File: config.mk
export PLATFORM = sky130hd
export DESIGN_NAME = dual_evt_counter
export DESIGN_NICKNAME = d
export VERILOG_FILES = /design/src/rtl/dpc_pkg.sv /design/src/rtl/dpc_evt_sel.sv /design/src/rtl/dpc_lane.sv /design/src/rtl/dual_evt_counter.sv
export SDC_FILE = /design/constraint.sdc
export NUM_CORES = 1
export LEC_CHECK = 0
export BUFFER_PORTS_ARGS = -buffer_cell sky130_fd_sc_hd__buf_2
export CORE_ASPECT_RATIO = 1.5
export CORE_MARGIN = 3
export CORE_UTILIZATION = 52
export DETAILED_ROUTE_END_ITERATION = 10
export GPL_TIMING_DRIVEN = 0
export HOLD_SLACK_MARGIN = 0.15
export PLACE_DENSITY = 0.79
export SLEW_MARGIN = 20
export SYNTH_ARGS = -nofsm -noshare
export SYNTH_HDL_FRONTEND = slang
export SYNTH_SLANG_ARGS = --single-unit
File: constraint.sdc
create_clock -name clk -period 2.6 [get_ports clk]
set_clock_uncertainty 0.2 [all_clocks]
set_input_delay 0.13 -clock clk [delete_from_list [all_inputs] [get_ports clk]]
set_output_delay 0.13 -clock clk [all_outputs]
set_load 0.03 [all_outputs]
File: src/rtl/dpc_pkg.sv
package dpc_pkg;

  typedef struct packed {
    logic marker;
    logic cmiss;
    logic cacc;
    logic ret;
    logic cyc;
  } evt_strobe_t;

  typedef enum logic [1:0] {
    MODE_USER = 2'd0,
    MODE_SUPV = 2'd1,
    MODE_HYPV = 2'd2,
    MODE_NONE = 2'd3
  } pmode_t;

  localparam logic [1:0] SEL_CTRL = 2'd0;
  localparam logic [1:0] SEL_CNT  = 2'd1;
  localparam logic [1:0] SEL_STAT = 2'd2;

  localparam int CODE_CYC     = 'h00;
  localparam int CODE_RET     = 'h01;
  localparam int CODE_CACHE   = 'h09;
  localparam int CODE_MARK_UP = 'h1C;
  localparam int CODE_MARK_LO = 'h14;

  // en = {hypervisor, user, supervisor}
  function automatic logic ctx_allows(input logic [2:0] en, input logic [1:0] mode);
    case (mode)
      MODE_USER: ctx_allows = en[1];
      MODE_SUPV: ctx_allows = en[0];
      MODE_HYPV: ctx_allows = en[2];
      default:   ctx_allows = 1'b0;
    endcase
  endfunction

  function automatic logic all_ones(input logic [31:0] v);
    all_ones = &v;
  endfunction

endpackage

File: src/rtl/dpc_evt_sel.sv
module dpc_evt_sel
  import dpc_pkg::*;
#(
  parameter int EVT_W    = 6,
  parameter bit IS_UPPER = 1'b0
) (
  input  logic [EVT_W-1:0] code,
  input  evt_strobe_t      strb,
  output logic             hit
);

  logic             shared_src;
  logic [EVT_W-1:0] mark_code;

  generate
    if (IS_UPPER) begin : g_up
      assign shared_src = strb.cmiss;
      assign mark_code  = EVT_W'(CODE_MARK_UP);
    end else begin : g_lo
      assign shared_src = strb.cacc;
      assign mark_code  = EVT_W'(CODE_MARK_LO);
    end
  endgenerate

  always_comb begin
    if (code == EVT_W'(CODE_CYC))        hit = strb.cyc;
    else if (code == EVT_W'(CODE_RET))   hit = strb.ret;
    else if (code == EVT_W'(CODE_CACHE)) hit = shared_src;
    else if (code == mark_code)          hit = strb.marker;
    else                                 hit = 1'b0;
  end

endmodule

File: src/rtl/dpc_lane.sv
module dpc_lane #(
  parameter int CNT_W = 32
) (
  input  logic             clk,
  input  logic             rst_n,
  input  logic             ld,
  input  logic [CNT_W-1:0] ld_val,
  input  logic             inc,
  input  logic             clr,
  output logic [CNT_W-1:0] count,
  output logic             flag,
  output logic             wrap
);

  assign wrap = inc && !ld && (&count);

  always_ff @(posedge clk) begin
    if (!rst_n) begin
      count <= '0;
      flag  <= 1'b0;
    end else begin
      if (ld)       count <= ld_val;
      else if (inc) count <= count + 1'b1;
      flag <= wrap | (flag & ~clr);
    end
  end

  AST_LOAD_WINS: assert property (@(posedge clk) disable iff (!rst_n)
    ld |=> count == $past(ld_val));
  AST_STEP_ONE: assert property (@(posedge clk) disable iff (!rst_n)
    !ld |=> (count == $past(count)) || (count == CNT_W'($past(count) + 1'b1)));
  AST_WRAP_STICKY: assert property (@(posedge clk) disable iff (!rst_n)
    (inc && !ld && (&count)) |=> flag);
  AST_FLAG_HOLDS: assert property (@(posedge clk) disable iff (!rst_n)
    (flag && !clr) |=> flag);

endmodule

File: src/rtl/dual_evt_counter.sv
module dual_evt_counter
  import dpc_pkg::*;
#(
  parameter int CNT_W  = 32,
  parameter int EVT_W  = 6,
  parameter int LO_LSB = 4,
  parameter int UP_LSB = 11
) (
  input  logic              clk,
  input  logic              rst_n,
  input  logic              ev_cycle,
  input  logic              ev_retire,
  input  logic              ev_cache_acc,
  input  logic              ev_cache_miss,
  input  logic              ev_marker,
  input  logic [1:0]        priv_mode,
  input  logic              reg_wr,
  input  logic [1:0]        reg_sel,
  input  logic [63:0]       reg_wdata,
  output logic [63:0]       reg_rdata,
  output logic              irq
);

  localparam int REG_W = 2 * CNT_W;
  localparam logic [REG_W-1:0] FIELD_ONES = REG_W'((1 << EVT_W) - 1);
  localparam logic [REG_W-1:0] CTRL_MASK  = REG_W'(15) | (FIELD_ONES << LO_LSB) | (FIELD_ONES << UP_LSB);

  evt_strobe_t      strb;
  logic [REG_W-1:0] ctrl_q;
  logic [2:0]       ctx_en;
  logic             ctx_ok;
  logic             cnt_wr;
  logic             st_wr;
  logic [1:0]       hit;
  logic [1:0]       flg;
  logic [1:0]       wrap;
  logic [CNT_W-1:0] cnt [2];
  logic [REG_W-1:0] cnt_bus;

  assign strb   = '{marker: ev_marker, cmiss: ev_cache_miss, cacc: ev_cache_acc,
                    ret: ev_retire, cyc: ev_cycle};
  assign ctx_en = {ctrl_q[3], ctrl_q[2], ctrl_q[1]};
  assign ctx_ok = ctx_allows(ctx_en, priv_mode);
  assign cnt_wr = reg_wr && (reg_sel == SEL_CNT);
  assign st_wr  = reg_wr && (reg_sel == SEL_STAT);

  always_ff @(posedge clk) begin
    if (!rst_n)                               ctrl_q <= '0;
    else if (reg_wr && reg_sel == SEL_CTRL)   ctrl_q <= reg_wdata & CTRL_MASK;
  end

  // lane 0 = upper counter, lane 1 = lower counter
  for (genvar g = 0; g < 2; g++) begin : g_lane
    localparam bit IS_UP  = (g == 0);
    localparam int F_LSB  = IS_UP ? UP_LSB : LO_LSB;
    localparam int D_LSB  = IS_UP ? CNT_W : 0;

    dpc_evt_sel #(.EVT_W(EVT_W), .IS_UPPER(IS_UP)) i_sel (
      .code (ctrl_q[F_LSB +: EVT_W]),
      .strb (strb),
      .hit  (hit[g])
    );

    dpc_lane #(.CNT_W(CNT_W)) i_lane (
      .clk    (clk),
      .rst_n  (rst_n),
      .ld     (cnt_wr),
      .ld_val (reg_wdata[D_LSB +: CNT_W]),
      .inc    (hit[g] && ctx_ok),
      .clr    (st_wr && reg_wdata[g]),
      .count  (cnt[g]),
      .flag   (flg[g]),
      .wrap   (wrap[g])
    );
  end

  assign cnt_bus = {cnt[0], cnt[1]};

  always_comb begin
    case (reg_sel)
      SEL_CTRL: reg_rdata = ctrl_q;
      SEL_CNT:  reg_rdata = cnt_bus;
      SEL_STAT: reg_rdata = {{(REG_W-2){1'b0}}, flg};
      default:  reg_rdata = '0;
    endcase
  end

  assign irq = |flg;

  AST_IDLE_CTX: assert property (@(posedge clk) disable iff (!rst_n)
    (!ctx_ok && !cnt_wr) |=> $stable(cnt_bus));
  AST_IRQ_FROM_WRAP: assert property (@(posedge clk) disable iff (!rst_n)
    $rose(irq) |-> $past(|wrap));

endmodule

==> results of run 1 <==
==> power groups by stage <==
stage | clock [mW] | sequential [mW] | combinational (mW)
6_report | 1.58 | 1.39 | 0.461
5_1_grt | 1.63 | 1.39 | 0.501
4_1_cts | 1.58 | 1.38 | 0.449
3_5_place_dp | 0 | 1.41 | 0.369
3_3_place_gp | 0 | 1.41 | 0.361
2_1_floorplan | 0 | 1.39 | 0.232
==> tightest hold or removal path, cell delays in order <==
cell      delay [ns]
buf_2           0.12
nor3b_1         0.21
nand2_1         0.09
a21boi_0        0.08
==> layout by cell type (no fill, tap or decap), types with 2 or more instances in the layout <==
master	count
buf_2	141
o21ai_0	82
dfxtp_1	82
dlygate4sd3_1	70
and2_1	58
nand2_1	56
a21oi_1	49
clkbuf_1	40
xor2_1	32
nand4_1	27
nor2_1	23
mux2i_1	19
a21boi_0	19
nand3_1	17
a31oi_1	16
or3_1	15
xnor2_1	15
and3_1	9
clkbuf_16	9
and4_1	7
inv_1	6
nor3_1	6
nor2b_1	4
buf_1	4
or2_2	4
nor4_1	4
bufinv_16	4
o21a_1	3
nor3b_1	2
a2111oi_4	2
nand4_2	2
ha_1	2
buf_4	2
==> per-layer routing <==
metal | share of wire [%] | vias up
met2 | 52 | 268
met1 | 39 | 2597
li1 | - | 2632
met3 | 6.1 | 60
met4 | 3.8 | 0
met5 | 0 | -
==> registers in the layout (all words and copies together) (netlist names) <==
| name | cells |
|---|---|
| ctrl_q | 16 |
| g_lane.i_lane.flag | 2 |
| g_lane.i_lane.count | 64 |
==> Yosys cell counts (all sizes together), types with 2 or more instances <==
cell type | instances | area, µm²
dfxtp | 82 | 1640
o21ai | 82 | 410
and2 | 58 | 363
nand2 | 56 | 210
a21oi | 49 | 245
clkbuf | 39 | 146
xor2 | 32 | 280
nand4 | 29 | 194
nor2 | 23 | 86.3
a21boi | 19 | 143
mux2i | 19 | 190
nand3 | 18 | 90.1
a31oi | 16 | 100
or3 | 15 | 93.8
xnor2 | 15 | 131
and3 | 9 | 56.3
and4 | 7 | 61.3
nor3 | 7 | 35.0
buf | 6 | 25.0
inv | 6 | 22.5
nor2b | 4 | 25.0
nor4 | 4 | 25.0
or2 | 4 | 25.0
o21a | 3 | 22.5
a2111oi | 2 | 55.1
ha | 2 | 25.0
nor3b | 2 | 15.0
==> cell type report <==
class	count	area (µm²)	share of cell area, %
Timing Repair Buffer	211	1410	21.0
Clock buffer	11	243	3.61
Inverter	6	22.5	0.335
Multi-Input combinational cell	483	2960	44.1
Sequential cell	82	1640	24.4
Clock inverter	5	125	1.86
Buffer	45	171	2.55
Tap cell	110	138	2.05
Antenna cell	1	2.50	0.0372
==> cells by family after synthesis <==
family	count (synthesis)	share of synthesized area [%]
mux	19	3.97
compound gates	176	21.3
fa+ha+maj	2	0.522
flops	82	34.3
simple gates	239	27.3
buf+inv	51	4.05
xor+xnor	47	8.59
==> timing repair <==
item / CTS / global route
setup buffers: 2 / 0
hold buffers: 70 / 0
setup endpoints to repair: 4 / 11
resized for setup: 0 / 2
pin swaps: 2 / 1
gates cloned: 0 / 0
hold endpoints to repair: 82 / 0
==> final timing paths <==
path	startpoint	end	slack, ns	cells past startpoint
max	ctrl_q[15]	g_lane[0].i_lane.count[7]	0.11	8
min	reg_wr	ctrl_q[2]	0.15	4
max reg2reg	ctrl_q[15]	g_lane[0].i_lane.count[7]	0.11	8
min reg2reg	ctrl_q[3]	ctrl_q[3]	0.29	2
==> per-stage QoR <==
stage	cells	worst slack, ns	hold WS, ns	cell area [µm²]	power, mW
after global placement	865	-0.0185	0.198	5620	1.77
after detailed placement	865	-0.0579	0.205	5620	1.78
after global routing	953	0.0134	0.182	6720	3.52
after floorplan	616	0.427	0.0749	4790	1.62
after CTS	953	0.0495	0.150	6710	3.41
final	954	0.110	0.149	6720	3.43
==> flow_summary.yaml, run 1 <==
timing:
  fmaxAchievable_mhz: 402
  finalSetupViolCount: 0
  final-max-slew-violation-count: 0
  hold_viol: 0
  maxSlewHeadroom_pct: 50.4
  rsz0062_at_grt: "no"
  period_minus_slack_ns: 2.49
  finalCritPeriodShare_pct: 95.8
  fin_tns_setup_ns: 0
  worstMarginPinSlew_ns: 0.743
layout:
  areaGrowthSynthToFinish_pct: 40.3
  layout.nets: 916
  post-route-util_pct: 75.7
  fillers: 612
  drive_gt1_share_pct: 20.0
power:
  seqPwrFrac_pct: 40.4
  power_frac_comb_pct: 13.4
  switching_power_mw: 0.835
  switching_share_pct: 24.4
  p_int_mw: 2.59
  vdd_ir_drop_max_mv: 0.400
  clockPowerShare_pct: 46.1
  power.density_nw_per_um2: 510
  p_leak_nw: 2.72
grt:
  grt_util_met3_pct: 5.07
  busiest_layer: "met2"
  grt_pass1_wl_mm: 26.0
  grt_max_degree: 14
  met1_usage_pct: 35.0
  grt_overflow: 0
  met2_usage_pct: 55.6
  antenna_found_initial: 0
  grt_usage_pct: 30.7
  grt_pass1_vias: 5584
route:
  drt-total-wl_mm: 16.2
  final_antenna_net_count: 0
  drc: 0
  drt_iter0_drc: 364
  vias: 5557
  drt_first_pass_iters: 5
  vias_per_cell: 5.82
  wl_per_cell_um: 17.0
floorplanning:
  die_y_um: 124
  rows: 42
  die_area_um2: 10400
  die_w_um: 84.4
  start_util_pct: 53.9
  ios: 141
  core_area_um2: 8880
setup_path:
  cp_slowest_stage_delay_ns: 0.42
  crit_type: "reg2reg"
  cp_max_fo: 10
  startpoint_type: "flip-flop"
  crit_path_end_kind: "flip-flop"
  cp.arrival_ns: 2.49
  crit_buf_inv: 2
  cp_slowest_cell: "dfxtp_1"
  critPathTopFamily: "buffers and inverters"
  crit_chain: "and4b_1 -> a31oi_1 -> a2111oi_4 -> buf_4 -> clkbuf_1 -> nand4_1 -> xor2_1 -> a21oi_1"
  cp.required_ns: 2.60
synthesis:
  synth_nets: 694
  synthArstFlopShare_pct: 0
  synth_edf_count: 0
  ys_seq_area_share_pct: 34.3
  syn_area_um2: 4790
  yosys_register_bits: 82
  synth_cell_types: 37
  ys_warn_count: 0
  ys.flop_type: "dfxtp_1"
  synthCells: 616
  avgSynthCellArea_um2: 7.78
clocking:
  cts_buffer_depth: 2
  cts-buffers-inserted: 9
  cts_tree: "built"
  cts.sinks: 82
  path_clk_slew_ns: 0.06
  h-tree-depth: 3
  clock_latency_ns: 0.34
  cts_root_buf: "clkbuf_16"
placed_design:
  place.gp.congestion: 0.891
  hpwl_mm: 11.2
  io_buffers: 139
status:
  status: "completed"
hold_path:
  min_path_type: "in2reg"
flow_run:
  drv_cap: 0
(Power assumes the default switching activity.)
==> run 2: changes to the inputs <==
--- a/config.mk
+++ b/config.mk
@@ -5,14 +5,14 @@
 export SDC_FILE = /design/constraint.sdc
 export NUM_CORES = 1
 export LEC_CHECK = 0
-export BUFFER_PORTS_ARGS = -buffer_cell sky130_fd_sc_hd__buf_2
 export CORE_ASPECT_RATIO = 1.5
 export CORE_MARGIN = 3
-export CORE_UTILIZATION = 52
+export CORE_UTILIZATION = 55
 export DETAILED_ROUTE_END_ITERATION = 10
+export DONT_BUFFER_PORTS = 1
 export GPL_TIMING_DRIVEN = 0
 export HOLD_SLACK_MARGIN = 0.15
-export PLACE_DENSITY = 0.79
+export PLACE_DENSITY = 0.69
 export SLEW_MARGIN = 20
 export SYNTH_ARGS = -nofsm -noshare
 export SYNTH_HDL_FRONTEND = slang
==> flow_summary.yaml, run 2 (synthesis results as in run 1) <==
placed_design:
  place.gp.congestion: 0.896
  dp_worst_setup_slack_ns: -0.0394
  io_buffers: 0
  hpwl_mm: 11.0
  place_area_um2: 4920
  dp_cells: 723
setup_path:
  cp.arrival_ns: 2.46
  crit_path_end_kind: "flip-flop"
  startpoint_type: "flip-flop"
  crit_type: "reg2reg"
  cp_max_fo: 10
  cp.required_ns: 2.60
route:
  drc: 0
  vias: 4968
  vias_per_cell: 6.10
  drt_first_pass_iters: 5
  drt-total-wl_mm: 15.9
  drt_iter0_drc: 303
  final_antenna_net_count: 0
  wl_per_cell_um: 19.5
grt:
  grt_max_degree: 14
  antenna_found_initial: 0
  grt_usage_pct: 32.2
  grt_pass1_vias: 4990
  grt_overflow: 0
  grt_pass1_wl_mm: 24.3
floorplanning:
  rows: 41
  ios: 141
  start_util_pct: 56.6
  die_area_um2: 9890
  die_w_um: 82.2
  core_area_um2: 8460
  die_y_um: 120
timing:
  finalCritPeriodShare_pct: 94.9
  hold_viol: 0
  fmaxAchievable_mhz: 405
  final-max-slew-violation-count: 0
  worst_slack_ns: 0.134
  hold_slack_ns: 0.204
  finalSetupViolCount: 0
  period_minus_slack_ns: 2.47
  maxSlewHeadroom_pct: 29.2
  worstMarginPinSlew_ns: 1.05
clocking:
  clock_latency_ns: 0.34
  path_clk_slew_ns: 0.06
  cts.sinks: 82
  h-tree-depth: 3
  cts_buffer_depth: 2
  cts_tree: "built"
  cts-buffers-inserted: 9
  cts_root_buf: "clkbuf_16"
layout:
  drive_gt1_share_pct: 4.81
  regMostFlops: "g_lane.i_lane.count"
  fin_area_um2: 6050
  num_antenna_cells: 0
  areaGrowthSynthToFinish_pct: 26.4
  layout.nets: 780
  top_regs: "g_lane.i_lane.count (64), ctrl_q (16), g_lane.i_lane.flag (2)"
  largest_reg_flops: 64
  layout_commonest_cell: "dfxtp_1"
  fin_cells: 814
  final_cell_mix: "dfxtp_1, o21ai_0, dlygate4sd3_1"
power:
  p_leak_nw: 2.08
  vdd_ir_drop_max_mv: 0.428
  finalPower_mw: 3.30
  power.density_nw_per_um2: 544
flow_run:
  drv_cap: 0
status:
  status: "completed"
hold_path:
  min_path_type: "in2reg"
## run 2: worst paths after layout
| path | startpoint | end | slack [ns] | depth (start not counted) |
|---|---|---|---|---|
| max | ctrl_q[4] | g_lane[1].i_lane.count[5] | 0.13 | 7 |
| min | reg_wr | g_lane[1].i_lane.count[1] | 0.20 | 4 |
| max reg2reg | ctrl_q[4] | g_lane[1].i_lane.count[5] | 0.13 | 7 |
| min reg2reg | ctrl_q[14] | ctrl_q[14] | 0.28 | 2 |
## run 2: power by group
| part | internal (mW) | total (mW) | switching (mW) |
|---|---|---|---|
| Clock | 0.992 | 1.52 | 0.527 |
| Sequential | 1.32 | 1.38 | 0.0668 |
| Combinational | 0.166 | 0.394 | 0.228 |
| Total | 2.47 | 3.30 | 0.821 |
## run 2: metrics by stage
stage | TNS, ns | utilization [%]
3_3_place_gp | -0.00450 | 58.2
5_1_grt | -0.0474 | 71.5
2_1_floorplan | 0 | -
6_report | 0 | 71.5
4_1_cts | 0 | 71.1
3_5_place_dp | -0.138 | 58.2
## run 2: layout make-up
class                      instances  area, µm²
inverter                           6       22.5
clock buffer                      12        256
multi-input combinational        483       2980
clock inverter                     4       97.6
fill                             715       2410
buffer                            45        175
sequential                        82       1640
timing repair buffer              75        743
tap                              107        134
## run 2: per-layer routing
metal	global-route usage, %	wire length, µm	vias to the layer above
met2	58.2	8430	194
li1	-	-	2345
met4	16.4	523	0
met5	0	0	-
met1	32.7	5990	2378
met3	8.20	949	51
## run 2: what timing repair did
action,CTS,global route
pin swaps,1,2
endpoints found under the setup margin,8,34
endpoints found under the hold margin,82,0
resized for setup,1,8
hold buffers,72,0
buffers inserted,2,1
## run 2: worst max-delay path, stage by stage (launching register included)
cell and delay (ns):
dfxtp_1 0.44, nor3b_1 0.27, o21ai_1 0.20, a211o_1 0.44, buf_1 0.30, nor3_1 0.25, xnor2_1 0.14, a21oi_1 0.09
